**config.mk**
```make
export PLATFORM = sky130hd
export DESIGN_NAME = host_handshake
export DESIGN_NICKNAME = d
export VERILOG_FILES = /design/src/rtl/host_handshake.sv
export SDC_FILE = /design/constraint.sdc
export NUM_CORES = 1
export LEC_CHECK = 0
export ABC_AREA = 1
export CAP_MARGIN = 30
export CORE_MARGIN = 2
export CORE_UTILIZATION = 30
export CTS_CLUSTER_DIAMETER = 40
export DETAILED_ROUTE_END_ITERATION = 10
export DONT_BUFFER_PORTS = 1
export HOLD_SLACK_MARGIN = 0.03
export PLACE_DENSITY = 0.41
export REMOVE_ABC_BUFFERS = 1
export SYNTH_ARGS = -nofsm -noshare
export SYNTH_HDL_FRONTEND = slang
export SYNTH_SLANG_ARGS = --single-unit
```
**constraint.sdc**
```tcl
create_clock -name clk -period 1.75 [get_ports clk]
set_input_delay 0.175 -clock clk [delete_from_list [all_inputs] [get_ports clk]]
set_output_delay 0.175 -clock clk [all_outputs]
set_load 0.02 [all_outputs]
```
**src/rtl/host_handshake.sv**
```systemverilog
module host_handshake #(
  parameter int DW  = 16,
  parameter int AW  = 6,
  parameter int LAT = 2
) (
  input  logic          clk,
  input  logic          rst_n,
  input  logic          strb_n,
  input  logic          rd_nwr,
  input  logic [AW-1:0] addr,
  input  logic [DW-1:0] wdata,
  input  logic          wait_mode,
  input  logic          xparent_strap,
  output logic [DW-1:0] rdata,
  output logic          ready_n,
  output logic          ioen_n
);

  localparam int DEPTH = 1 << AW;
  localparam int CW    = (LAT > 1) ? $clog2(LAT) : 1;

  typedef enum logic [1:0] {S_IDLE, S_BUSY, S_DONE} st_t;

  st_t           state;
  logic [CW-1:0] cnt;
  logic          armed;
  logic          wait_q;
  logic          rd_q;
  logic [AW-1:0] a_q;
  logic [DW-1:0] d_q;
  logic [DW-1:0] mem [DEPTH];

  wire accept = (state == S_IDLE) && !strb_n && armed;
  wire finish = (state == S_BUSY) && (cnt == '0);

  assign ready_n = wait_q ? (state != S_DONE) : (state != S_BUSY);
  assign ioen_n  = !((state == S_BUSY) && xparent_strap);

  always_ff @(posedge clk or negedge rst_n) begin
    if (!rst_n) begin
      state  <= S_IDLE;
      cnt    <= '0;
      armed  <= 1'b1;
      wait_q <= 1'b0;
      rd_q   <= 1'b0;
      a_q    <= '0;
      d_q    <= '0;
      rdata  <= '0;
    end else begin
      if (strb_n)      armed <= 1'b1;
      else if (accept) armed <= 1'b0;
      case (state)
        S_IDLE: if (accept) begin
          state  <= S_BUSY;
          cnt    <= CW'(LAT - 1);
          wait_q <= wait_mode;
          rd_q   <= rd_nwr;
          a_q    <= addr;
          d_q    <= wdata;
        end
        S_BUSY: begin
          if (cnt == '0) begin
            if (rd_q) rdata <= mem[a_q];
            state <= wait_q ? S_DONE : S_IDLE;
          end else begin
            cnt <= cnt - 1'b1;
          end
        end
        S_DONE: if (strb_n) state <= S_IDLE;
        default: state <= S_IDLE;
      endcase
    end
  end

  always_ff @(posedge clk or negedge rst_n) begin
    if (!rst_n) begin
      for (int i = 0; i < DEPTH; i++) mem[i] <= '0;
    end else if (finish && !rd_q) begin
      mem[a_q] <= d_q;
    end
  end

  a_r4_hold_ready: assert property (@(posedge clk) disable iff (!rst_n)
    (state == S_DONE && !strb_n) |=> !ready_n);

  a_r4_release: assert property (@(posedge clk) disable iff (!rst_n)
    (state == S_DONE && strb_n) |=> ready_n);

  a_r5_busy_on_accept: assert property (@(posedge clk) disable iff (!rst_n)
    (accept && !wait_mode) |=> !ready_n);

  a_r7_no_early_accept: assert property (@(posedge clk) disable iff (!rst_n)
    (state == S_BUSY && cnt != '0) |=> (state == S_BUSY));

  a_r9_rdata_steady: assert property (@(posedge clk) disable iff (!rst_n)
    !(finish && rd_q) |=> $stable(rdata));

  a_r8_ioen_strap: assert property (@(posedge clk) disable iff (!rst_n)
    !xparent_strap |-> ioen_n);

endmodule

```
==> impl_results.md, run 1 <==
* Final clock skew at 0.06247 ns
* Endpoint class of the critical path: flop
* Layout area overhead at 35.49%
* Final Hold Viols at 191
* Vias per inst at 4.688
* I/O pin cnt at 46
* Worst setup path class: reg -> reg
* Total track usage at 21.98%
* Core Area at 0.1652 mm^2
* Die ar. at 0.1700 mm^2
* GP Congestion at 0.8378
* # hold bufs at CTS at 43
* Asr flop ratio synth at 100.0%
* # setup viols final at 1042
* Post-DRT Antenna Nets at 0
* Post-Syn Area at 0.05001 mm^2
* Top cell type's share of synthesized area at 53.39%
* Final WS setup at -0.6583 ns
* Final #Nets at 6876
* Max frequency at 415.2 MHz
* Clk slew on worst S/H paths at 0.05 ns
* CP max stage delay at 0.55 ns
* Max-slew violation count at 0
* Tcrit/Tclk final at 137.6%
* Num CTS Buffers at 209
* Via count at 43.24k
* RSZ-0062 raised after global routing: true
* Clk_lat worst skew at 0.85 ns
* Fillers at 17.10k
* Post-synthesis register bit count at 1068
* Drt initial violations at 2966
* Global-route wire length before repair at 279.6 mm
* Min-Delay Path Class: in -> async
* Worst-path maximum fanout at 12
* Worst-case clock buffer depth at 3
* Cell Pwr Density at 1855 mW/mm^2
* Syn_area_per_cell at 7.678 um^2
* Inst Count DP at 8679
* Placement Rows at 149
* EDFF count, synth at 0
* Post-Route WL at 187.8 mm
* Root Driver: clkbuf_16
* MaxCap Viol Count at 0
* Outcome: finished with violations
* Vias in the first global route at 42.41k
* Finished Layout Cells at 9223
* Worst Path Required at 2.50 ns
* Peak supply drop at 1855 uV
* CTS tree: done
* Cell Chain, Critical Path: buf_12, buf_12, buf_4, clkbuf_16, o211ai_1, nand2_1, nor2_1, nor2_1, nor2_1, nand3_2, nand2_1, inv_1
* Starting density of the core at 30.28%
* Synth unique cells at 27
* Leak at 31.77 nW
* Drt drc at 0
* Area leader, netlist: dfrtp_1
* Failing checks: hold timing, setup timing
* Pre-Repair DR Iteration Count at 7
* Primary FF master, synth: dfrtp_1
* HPWL Detailed at 112.1 mm
* Chip height at 412.3 um
* Largest net degree at the start of global routing at 230
* CTS sink count at 1068
* Die X at 412.3 um
* Layout cell share with drive strength beyond 1 at 18.44%
* Largest delay share family, worst path: simple AND/OR/NAND/NOR gates
* CP Launch Type: flop
* Minimum clock period at 2.408 ns
* Largest cells by area after synthesis: dfrtp_1 53%, nand2_1 16%, o21ai_0 10%
* Sum of buffers and inverters on the critical path at 5
* Global route overflow at 0
* CP arrival at 3.15 ns
* Slowest CP cell: dfrtp_4
* Initial antenna violation count at 9
* Port Buffers at 0
* Slew headroom at 14.61%
* Worst-Margin Slew at 1.281 ns
* Seq/Total Area, Yosys at 53.44%
* Yosys warning count at 0
* Final hold slack at -0.9707 ns
* DR WL/cell at 20.36 um
* Crit path top cell by count: nor2_1
* Depth of the CTS H-tree at 4
* Gate Count Post-Synth at 6514
[registers in the layout (all words and copies together) (netlist names)]
name	flops
wait_q	1
rd_q	1
d_q	16
armed	1
rdata	16
a_q	6
cnt	1
mem	1024
state	2
[metrics by stage]
stage	setup TNS, ns	setup slack [ns]	area [um^2]	util, %	power, mW
final	-328.69	-0.6583	67770	41.03	125.7
after global routing	-415.25	-0.6552	67760	41.02	133.1
after CTS	-436.83	-0.5665	66700	40.38	125.1
after detailed placement	-986.59	-1.352	56450	34.18	76.74
after global placement	-1010.70	-1.400	56450	34.18	76.56
after floorplan	-	-20.88	48150	-	45.67
[worst paths after layout]
| path | depth (start not counted) | slack [ns] | from | to |
|---|---|---|---|---|
| worst max-delay path | 12 | -0.66 | a_q[0]$_DFFE_PN0P_ | rdata[12]$_DFFE_PN0P_ |
| worst min-delay path | 0 | -0.97 | rst_n | a_q[0]$_DFFE_PN0P_ |
| worst max register to register | 12 | -0.66 | a_q[0]$_DFFE_PN0P_ | rdata[12]$_DFFE_PN0P_ |
| worst min register to register | 2 | 0.47 | mem[722]$_DFFE_PN0P_ | mem[722]$_DFFE_PN0P_ |
| max in group asynchronous | 2 | 0.30 | rst_n | mem[568]$_DFFE_PN0P_ |
| min in group clk | 3 | 0.07 | wdata[4] | d_q[4]$_DFFE_PN0P_ |
[placed cells by master, fill, tap and decap left out, types with 53 or more instances in the layout]
cell type | netlist | routed
nand3_1 | 309 | 294
dfrtp_1 | 1067 | 1064
o21ai_1 | 144 | 232
nand2_1 | 2155 | 2054
buf_12 | 0 | 160
inv_1 | 748 | 728
clkbuf_16 | 0 | 228
o21ai_2 | 0 | 53
buf_4 | 0 | 304
nand2_2 | 8 | 83
o21ai_0 | 1038 | 894
or2_2 | 67 | 63
o211ai_1 | 142 | 142
nor2_1 | 311 | 253
[cells by family after synthesis]
| logic type | share of synthesized area, % |
|---|---|
| buffers and inverters | 9.401 |
| DFF | 53.44 |
| and+or+nand+nor | 23.18 |
| AOI/OAI and AO/OA | 13.98 |
[cells in the mapped netlist (3+ instances only)]
| cell type | instances |
|---|---|
| o21ai_1 | 144 |
| buf_1 | 18 |
| o21ai_0 | 1038 |
| buf_2 | 23 |
| nor2_1 | 311 |
| clkbuf_1 | 447 |
| nor2_4 | 5 |
| nand3_1 | 309 |
| nand2_1 | 2155 |
| nor4_4 | 3 |
| nand2_4 | 8 |
| inv_1 | 748 |
| o211ai_1 | 142 |
| nand2_2 | 8 |
| nor3_2 | 4 |
| nor3_1 | 3 |
| or2_2 | 67 |
| dfrtp_1 | 1067 |
| inv_2 | 6 |
[power breakdown]
part | switching (mW) | total [mW] | internal (mW)
clock | 14.7 | 43.5 | 28.8
sequential | 3.56 | 34.1 | 30.6
combinational | 29.7 | 48.1 | 18.4
[final cells by class]
class	count	area (um^2)	share of cell area [%]
Inverter	755	2853	4.210
Tap cell	2189	2739	4.042
Clock buffer	266	5776	8.523
Clock inverter	126	1921	2.834
Antenna cell	5	12.51	0.01846
Timing Repair inverter	1	16.27	0.02400
Timing Repair Buffer	611	8080	11.92
Sequential cell	1068	26730	39.45
Multi-Input combinational cell	4202	19640	28.98
[routing by layer]
layer,wire length (um),GRT usage (%),part of all wire (%),vias up
met2,84450,34.24,45,812
met4,4707,6.613,2.5,2
met3,9773,4.497,5.2,260
met1,88720,30.61,47,20950
li1,-,-,-,21210
met5,102,0.4240,0.054,-
[what timing repair did]
action,CTS,global route
cloned,30,18
buffers inserted,40,20
gates resized for setup,341,191
endpoints found under the hold margin,219,191
pin swaps,65,27
endpoints found under the setup margin,1271,1273
(Power assumes the default switching activity.)
==> run 2, diff against run 1 <==
--- a/config.mk
+++ b/config.mk
@@ -7,7 +7,7 @@
 export LEC_CHECK = 0
 export ABC_AREA = 1
 export CAP_MARGIN = 30
-export CORE_MARGIN = 2
+export CORE_MARGIN = 4
 export CORE_UTILIZATION = 30
 export CTS_CLUSTER_DIAMETER = 40
 export DETAILED_ROUTE_END_ITERATION = 10
==> run 2 against run 1 <==
  * The flow still finishes with violations (hold timing, setup timing)
  * Core utilization decreased by 0.86 points
  * Sequential power hardly changed
  * Cell count decreased by 0.60%
  * Combinational power decreased by 4.4%
==> impl_results.md, run 2 (synthesis results as in run 1) <==
* Vias per inst at 4.624
* Peak supply drop at 2181 uV
* Final WS setup at -0.5614 ns
* Fillers at 16.83k
* Leak at 31.12 nW
* Final Hold Viols at 422
* Die X at 416.3 um
* Vias in the first global route at 41.13k
* Fin area at 0.06643 mm^2
* Chip height at 416.3 um
* Crit path top cell by count: nand2_1
* Slowest CP cell: dfrtp_4
* Outcome: finished with violations
* Post-DRT Antenna Nets at 0
* Final #Nets at 6825
* Clk slew on worst S/H paths at 0.06 ns
* Most common library cell in the layout ignoring fill and taps: nand2_1
* Finished Layout Cells at 9168
* GP Congestion at 0.8194
* Max-slew violation count at 0
* Minimum clock period at 2.311 ns
* MaxCap Viol Count at 0
* I/O pin cnt at 46
* Die ar. at 0.1733 mm^2
* Post-Route WL at 182.8 mm
* Int Pwr at 74.96 mW
* Largest delay share family, worst path: buffers and inverters
* Worst setup path class: reg -> reg
* DR WL/cell at 19.94 um
* HPWL Detailed at 109.1 mm
* Total track usage at 20.28%
* Pre-CTS setup slack at -0.8705 ns
* Global route overflow at 0
* Largest net degree at the start of global routing at 1069
* Sum of buffers and inverters on the critical path at 6
* Depth of the CTS H-tree at 4
* Psw at 47.02 mW
* Core Area at 0.1654 mm^2
* # setup viols final at 1042
* Failing checks: hold timing, setup timing
* Placement Rows at 149
* Inst Count DP at 8674
* Most frequent cells in the layout: 2073 x nand2_1, 1064 x dfrtp_1, 939 x o21ai_0
* Clk_lat worst skew at 0.82 ns
* Cell Chain, Critical Path: buf_12, buf_16, buf_16, nand2_1, nand3_1, nand2_1, o21ai_0, buf_4, nand2_1, nor2_4, buf_4, nand3_1, nand2_1, inv_1
* Final clock skew at 0.04711 ns
* Cell Pwr Density at 1836 mW/mm^2
* Final Util at 40.17%
* Global-route wire length before repair at 268.9 mm
* Layout cell share with drive strength beyond 1 at 17.29%
* Max frequency at 432.6 MHz
* Slew headroom at 32.64%
* Final hold slack at -0.9516 ns
* Port Buffers at 0
* Layout area overhead at 32.81%
* Max FFs per register at 1024
* Worst-path maximum fanout at 24
* CTS sink count at 1068
* Comb pwr share at 37.7%
* Worst Path Required at 2.46 ns
* Worst-Margin Slew at 1.010 ns
* Sequential share of power at 28.1%
* CP max stage delay at 0.54 ns
* Root Driver: clkbuf_16
* Power, Total at 122.0 mW
* Drt initial violations at 3137
* Tcrit/Tclk final at 132.1%
* Switching share of total power at 38.55%
* Min-Delay Path Class: in -> async
* Endpoint class of the critical path: flop
* Registers with the most flip-flops: mem: 1024 flops, d_q: 16 flops, rdata: 16 flops
* Drt drc at 0
* Clock power share at 34.2%
* Starting density of the core at 30.25%
* Post-DP Area at 0.05624 mm^2
* Num CTS Buffers at 200
* CP arrival at 3.02 ns
* Worst-case clock buffer depth at 3
* Largest register by flop count: mem
* Pre-Repair DR Iteration Count at 7
* CTS tree: done
* Via count at 42.40k
* RSZ-0062 raised after global routing: true
* Initial antenna violation count at 10
* CP Launch Type: flop
[run 2: cell count changes in the layout (fill, tap and decap cells not counted), moves of 9 or more]
| cell | previous run | this run |
|---|---|---|
| o21ai_0 | 894 | 939 |
| nor2_2 | 40 | 30 |
| nand2_2 | 83 | 52 |
| buf_12 | 160 | 139 |
| nand3_1 | 294 | 304 |
| nand3_2 | 14 | 5 |
| nand2_4 | 23 | 41 |
| nand2_1 | 2054 | 2073 |
| buf_16 | 32 | 20 |
| o21ai_1 | 232 | 196 |
[run 2: layer usage]
metal	GRT usage [%]	part of all wire (%)
met1	28.75	48
met2	32.41	46
met3	2.736	3.7
met4	5.795	2.6
met5	0	0
[run 2: through the flow]
stage / hold WS, ns / TNS, ns
after floorplan: -0.1206 / -
after global placement: -0.01873 / -422.72
after detailed placement: -0.02581 / -445.83
after CTS: -0.9206 / -403.21
after global routing: -1.008 / -407.44
final: -0.9516 / -339.56
[run 2: final cells by class]
class                           instances  area, um^2  share of cell area, %
Clock buffer                          249        5532                  8.328
Antenna cell                            5       12.51                0.01884
Clock inverter                        130        1858                  2.797
Inverter                              755        2858                  4.302
Timing Repair Buffer                  570        7187                  10.82
Sequential cell                      1068       26730                  40.25
Multi-Input combinational cell       4202       19510                  29.37
Tap cell                             2189        2739                  4.123
[run 2: path summary, 6_finish.rpt]
kind	depth (start not counted)	startpoint	to	slack, ns
worst max-delay path	14	a_q[0]$_DFFE_PN0P_	rdata[12]$_DFFE_PN0P_	-0.56
worst min-delay path	0	rst_n	mem[794]$_DFFE_PN0P_	-0.95
worst max register to register	14	a_q[0]$_DFFE_PN0P_	rdata[12]$_DFFE_PN0P_	-0.56
worst min register to register	2	mem[95]$_DFFE_PN0P_	mem[95]$_DFFE_PN0P_	0.48
max in group asynchronous	4	rst_n	mem[332]$_DFFE_PN0P_	0.58
min in group clk	3	addr[3]	a_q[3]$_DFFE_PN0P_	0.32
[run 2: worst reg2reg max path, delay by kind of cell, from the launching register on]
kind | cells | cell delay [ns]
buffers and inverters | 6 | 0.88
and+or+nand+nor | 7 | 0.62
DFF | 1 | 0.54
AOI/OAI and AO/OA | 1 | 0.18
[run 2: power by group through the flow]
stage | sequential (mW) | clock, mW | combinational, mW
finish | 34.2 | 41.7 | 46.0
global route | 35.0 | 43.9 | 50.5
CTS | 34.1 | 42.6 | 43.4
detailed placement | 34.4 | 0 | 41.8
global placement | 34.3 | 0 | 41.7
floorplan | 32.7 | 0 | 12.9
[run 2: repair_timing]
action,CTS,global route
hold endpoints to repair,1096,357
setup endpoints to repair,1043,1598
setup buffers,7,16
pin swaps,6,19
gates cloned,3,31
resized for setup,144,268
hold buffers,47,1
